==> src/rtl/strb_pkg.sv <==
package strb_pkg;
  typedef enum logic [1:0] {
    ST_IDLE = 2'd0,
    ST_ON   = 2'd1,
    ST_GAP  = 2'd2
  } seq_st_e;
endpackage

==> src/rtl/strb_seq.sv <==
module strb_seq
  import strb_pkg::*;
#(
  parameter int TW = 16,
  parameter int GN = 3,
  localparam int GW = (GN > 1) ? $clog2(GN) : 1
) (
  input  logic          clk_i,
  input  logic          rst_ni,
  input  logic          fire_i,
  input  logic          three_grp_i,
  input  logic [TW-1:0] on_time_i,
  input  logic          kill_i,
  input  logic          block_i,
  output logic [GN-1:0] act_o,
  output logic [GW-1:0] last_o,
  output logic          busy_o
);
  localparam logic [GW-1:0] GRP_ALL  = GW'(GN - 1);
  localparam logic [GW-1:0] GRP_LESS = GW'(GN - 2);

  seq_st_e       st_q;
  logic [GW-1:0] grp_q;
  logic [GW-1:0] last_q;
  logic [TW-1:0] tmr_q;
  logic [TW-1:0] on_m1;

  // zero on-time behaves as a single cycle
  assign on_m1 = (on_time_i == '0) ? '0 : on_time_i - TW'(1);

  always_ff @(posedge clk_i or negedge rst_ni) begin
    if (!rst_ni) begin
      st_q   <= ST_IDLE;
      grp_q  <= '0;
      last_q <= GRP_ALL;
      tmr_q  <= '0;
    end else if (kill_i) begin
      st_q <= ST_IDLE;
    end else begin
      unique case (st_q)
        ST_IDLE: begin
          if (fire_i && !block_i) begin
            st_q   <= ST_ON;
            grp_q  <= '0;
            tmr_q  <= on_m1;
            last_q <= three_grp_i ? GRP_ALL : GRP_LESS;
          end
        end
        ST_ON: begin
          if (tmr_q == '0) begin
            st_q <= (grp_q == last_q) ? ST_IDLE : ST_GAP;
          end else begin
            tmr_q <= tmr_q - TW'(1);
          end
        end
        ST_GAP: begin
          st_q  <= ST_ON;
          grp_q <= grp_q + GW'(1);
          tmr_q <= on_m1;
        end
        default: st_q <= ST_IDLE;
      endcase
    end
  end

  for (genvar g = 0; g < GN; g++) begin : g_act
    assign act_o[g] = (st_q == ST_ON) && (grp_q == GW'(g));
  end

  assign busy_o = (st_q != ST_IDLE);
  assign last_o = last_q;
endmodule

==> src/rtl/strb_guard.sv <==
module strb_guard #(
  parameter int TW = 16,
  parameter int GN = 3
) (
  input  logic          clk_i,
  input  logic          rst_ni,
  input  logic [GN-1:0] act_i,
  input  logic [TW-1:0] max_time_i,
  input  logic          fault_clr_i,
  output logic          trip_o,
  output logic          fault_o
);
  logic [TW-1:0] wd_q;
  logic          fault_q;
  logic          on_any;

  assign on_any = |act_i;
  // wd_q holds the number of earlier cycles in the current active run
  assign trip_o = on_any && (wd_q >= max_time_i);

  always_ff @(posedge clk_i or negedge rst_ni) begin
    if (!rst_ni) begin
      wd_q <= '0;
    end else if (!on_any) begin
      wd_q <= '0;
    end else if (wd_q != '1) begin
      wd_q <= wd_q + TW'(1);
    end
  end

  always_ff @(posedge clk_i or negedge rst_ni) begin
    if (!rst_ni) begin
      fault_q <= 1'b0;
    end else if (trip_o) begin
      fault_q <= 1'b1;
    end else if (fault_clr_i) begin
      fault_q <= 1'b0;
    end
  end

  assign fault_o = fault_q;
endmodule

==> src/rtl/strb_drv.sv <==
module strb_drv #(
  parameter int GN = 3
) (
  input  logic [GN-1:0] act_i,
  input  logic          act_low_i,
  input  logic          fault_i,
  output logic [GN-1:0] strb_o,
  output logic          head_pwr_o
);
  for (genvar g = 0; g < GN; g++) begin : g_pin
    // fault gate is a second barrier behind the sequencer kill
    assign strb_o[g] = (act_i[g] && !fault_i) ^ act_low_i;
  end

  assign head_pwr_o = !fault_i;
endmodule

==> src/rtl/strb_ctl.sv <==
module strb_ctl #(
  parameter int TW = 16,
  parameter int GN = 3
) (
  input  logic          clk_i,
  input  logic          rst_ni,
  input  logic          fire_i,
  input  logic          three_grp_i,
  input  logic          act_low_i,
  input  logic [TW-1:0] on_time_i,
  input  logic [TW-1:0] max_time_i,
  input  logic          fault_clr_i,
  output logic [GN-1:0] strb_o,
  output logic          head_pwr_o,
  output logic          busy_o,
  output logic          fault_o
);
  localparam int GW = (GN > 1) ? $clog2(GN) : 1;

  logic [GN-1:0] act_w;
  logic [GW-1:0] last_w;
  logic          trip_w;
  logic          fault_w;

  strb_seq #(.TW(TW), .GN(GN)) u_seq (
    .clk_i       (clk_i),
    .rst_ni      (rst_ni),
    .fire_i      (fire_i),
    .three_grp_i (three_grp_i),
    .on_time_i   (on_time_i),
    .kill_i      (trip_w),
    .block_i     (fault_w),
    .act_o       (act_w),
    .last_o      (last_w),
    .busy_o      (busy_o)
  );

  strb_guard #(.TW(TW), .GN(GN)) u_guard (
    .clk_i       (clk_i),
    .rst_ni      (rst_ni),
    .act_i       (act_w),
    .max_time_i  (max_time_i),
    .fault_clr_i (fault_clr_i),
    .trip_o      (trip_w),
    .fault_o     (fault_w)
  );

  strb_drv #(.GN(GN)) u_drv (
    .act_i      (act_w),
    .act_low_i  (act_low_i),
    .fault_i    (fault_w),
    .strb_o     (strb_o),
    .head_pwr_o (head_pwr_o)
  );

  assign fault_o = fault_w;
endmodule

==> config.mk <==
export PLATFORM = sky130hd
export DESIGN_NAME = strb_ctl
export DESIGN_NICKNAME = d
export VERILOG_FILES = /design/src/rtl/strb_pkg.sv /design/src/rtl/strb_seq.sv /design/src/rtl/strb_guard.sv /design/src/rtl/strb_drv.sv /design/src/rtl/strb_ctl.sv
export SDC_FILE = /design/constraint.sdc
export NUM_CORES = 1
export LEC_CHECK = 0
export BUFFER_PORTS_ARGS = -buffer_cell sky130_fd_sc_hd__buf_2
export CAP_MARGIN = 25
export CORE_ASPECT_RATIO = 1.1
export CORE_UTILIZATION = 45
export CTS_BUF_LIST = sky130_fd_sc_hd__clkbuf_16
export CTS_CLUSTER_DIAMETER = 120
export DETAILED_ROUTE_END_ITERATION = 12
export GPL_ROUTABILITY_DRIVEN = 0
export PLACE_DENSITY = 0.67
export SYNTH_ARGS = -nofsm -noshare
export SYNTH_HDL_FRONTEND = slang
export SYNTH_SLANG_ARGS = --single-unit
==> constraint.sdc <==
create_clock -name clk_i -period 3.3 [get_ports clk_i]
set_input_delay 0 -clock clk_i [delete_from_list [all_inputs] [get_ports clk_i]]
set_output_delay 0 -clock clk_i [all_outputs]
set_load 0.05 [all_outputs]
==> metrics.txt <==
Peak VDD IR 0.2094 mV; clk buf depth 2; Synth area leader dfrtp_1; CP peak stage delay ~0.43 ns; ys async rst share 100.0%; grt ovf 0; Setup Fix Bufs, Post-CTS 0; Synth Area in Compound Gates 19.77%; Vias/cell between 5 and 6; placed cell count ~470; 1st-iter DRT viols 50; DRC 0; area share of the largest cell type after synthesis about a third; layout net count 456; Required @ worst endpoint 3.45 ns; Tot GR Track Use 20.45%; Fin Setup TNS 0 ns; routed len/inst between 10 and 15 um; Lkg Pwr roughly 1.6 nW; Clock Sink Count 39; worst hold path class in -> reg; Post-synth top cells dfrtp_1, nor2_1, inv_1; vias around 2.6k; Synth cell types 57; Post-Syn Nets about 410; kind of critical path reg -> reg; Worst Path Arrival 2.50 ns; H-Tree Depth 2; pwr/cell area around 400 nW/um^2; CP bufs+invs 1; largest cells by area after synthesis dfrtp_1, ha_1, xnor2_1; number of synthesized flops with an enable pin 0; sequential cell area fraction in the yosys report between 30% and 40%; Least-Margin Pin Slew ~0.90 ns; slew margin rel. between 40% and 50%; CP Launch Type register; initial antenna violation count 0; number of I/O pins between 40 and 50; die width roughly 80 um; remaining antenna violation count 0; Max-Cap Viols 0; synthesized flop and latch total 39; chip height between 80 and 90 um; post-synthesis average cell area between 8 and 9 um^2; Initial Util ~48%; final setup fails 0; warnings from Yosys 0; synthesized area roughly 3000 um^2; CTS clk-pin slew, worst paths around 0.060 ns; largest net degree at the start of global routing 40; Synth Area in Adders a little under a tenth; Final Routed Wirelength 6602 um; die area around 7000 um^2; CP max stage cell dfrtp_1; fin crit share a little under three quarters; Layout area overhead 16.19%; final hold violation count 0; Clk Latency, worst-skew pair between 0.2 and 0.3 ns; dpl hpwl 4890 um; # diodes 0; XOR/XNOR share of the synthesized area ~8.2%; post-synthesis mux area share 1.040%; Synth Area in Simple Gates between 20% and 30%; Clock Skews just over 0.003 ns; clock root cell clkbuf_16; I/O Buffers 43; Synth Instances about 350; first-pass GRT wire length 11490 um; largest family of logic cells by synthesized area simple AND/OR/NAND/NOR gates; fin cells between 400 and 500; core area about 6300 um^2; largest delay contributor family on the critical path compound AO/OA/AOI/OAI gates; final core utilization 55.40%; CTS tree done; number of global-route vias before repair around 2.6k; Pwr Total about 1.4 mW; top-count cell post-synth dfrtp_1; outcome finished clean; min cycle time layout 2.346 ns; layout cells sized above 1 about a fifth; Max Freq 426.3 MHz; Final Max Tran Viols 0; CP Cell Sequence ha_1, nand4_1, nor2_1, a311oi_1, a31oi_2, buf_4, o31ai_1, o21ai_2; Core Rows 30; DRT Pass-1 Iters 4; Crit Path Max Fanout 18; RSZ-0062 raised after global routing false; top_reg_cell synth dfrtp_1; critical path endpoint category register; CTS Buf Count 5
[power breakdown]
group          leakage, nW  internal, mW  switching, mW
clock               0.0812         0.352          0.182
sequential           0.486         0.537         0.0654
combinational        0.995         0.119          0.147
total                 1.56          1.01          0.394
[worst register-to-register path: stages, from the launching register on]
cell and delay, ns:
dfrtp_1 0.43, ha_1 0.34, nand4_1 0.16, nor2_1 0.07
a311oi_1 0.40, a31oi_2 0.18, buf_4 0.24, o31ai_1 0.33
o21ai_2 0.08
[logic make-up (layout without fill, tap and decap cells)]
kind of cell,count (synthesis),in the layout
mux,3,3
fa+ha+maj,23,23
flops,39,39
buf+inv,44,92
compound gates,81,81
xor+xnor,28,28
simple gates,130,130
[layout make-up]
class | count | area (um^2)
clock buffers | 5 | 125.1
inverters | 32 | 122.6
flip-flops and latches | 39 | 977.2
multi-input cells | 265 | 1839
fillers | 603 | 2813
clock inverters | 3 | 38.79
well taps | 80 | 100.1
repair buffers | 52 | 290.3
[worst paths after layout]
path / slack (ns) / depth (start not counted) / from / end
min in group asynchronous: 0.38 / 2 / rst_ni / u_seq.grp_q[1]
setup / recovery: 0.95 / 8 / u_guard.wd_q[15] / u_seq.tmr_q[13]
setup reg to reg: 0.95 / 8 / u_guard.wd_q[15] / u_seq.tmr_q[13]
hold / removal: 0.06 / 3 / on_time_i[0] / u_seq.tmr_q[0]
max in group asynchronous: 2.35 / 2 / rst_ni / u_seq.tmr_q[4]
hold reg to reg: 0.53 / 2 / u_seq.tmr_q[10] / u_seq.tmr_q[10]
[per-stage QoR]
stage	hold WS [ns]	setup slack, ns	area (um^2)
floorplan	-0.2956	1.062	3007
global placement	0.1774	0.9741	3299
detailed placement	0.1801	0.9856	3299
CTS	0.05574	0.9566	3493
global route	0.07819	0.7361	3493
finish	0.05655	0.9541	3493
[routing by layer]
layer	wire length, um	share of wire [%]	GRT usage (%)
met1	3072	47	25.08
met2	3292	50	37.68
met3	163	2.5	2.292
met4	73	1.1	5.844
met5	0	0	0
[placed cells by master (no fill, tap or decap), types with 2 or more instances in the layout]
master,n
buf_2,43
dfrtp_1,38
nor2_1,34
inv_1,31
nand2_1,28
ha_1,23
a21oi_1,18
xnor2_1,15
nor3_1,14
nand3_1,13
xor2_1,13
o31ai_1,12
o21ai_2,10
nand4_1,9
o21ai_0,8
buf_4,6
a31oi_1,5
clkbuf_16,5
and3_1,4
and4_1,3
a21o_1,3
and2_1,3
nor4_1,3
a2bb2oi_1,3
a32oi_1,3
dlygate4sd3_1,3
nor2b_1,2
nand2b_1,2
nor4b_1,2
a22oi_1,2
nor4_2,2
or3_4,2
mux2i_1,2
a41oi_1,2
nor3b_1,2
a211o_1,2
a32oi_2,2
[registers in the layout, indices dropped and copies added, names as in the netlist]
signal	cells
u_guard.wd_q	16
u_seq.tmr_q	16
u_seq.grp_q	2
u_seq.last_o	2
u_seq.st_q	2
u_guard.fault_o	1
[timing repair]
item                      in CTS  in global routing
resized for setup              0                  0
hold buffers                   3                  0
hold endpoints to repair      41                  0
Note: power is estimated with default switching activity, not from simulation.
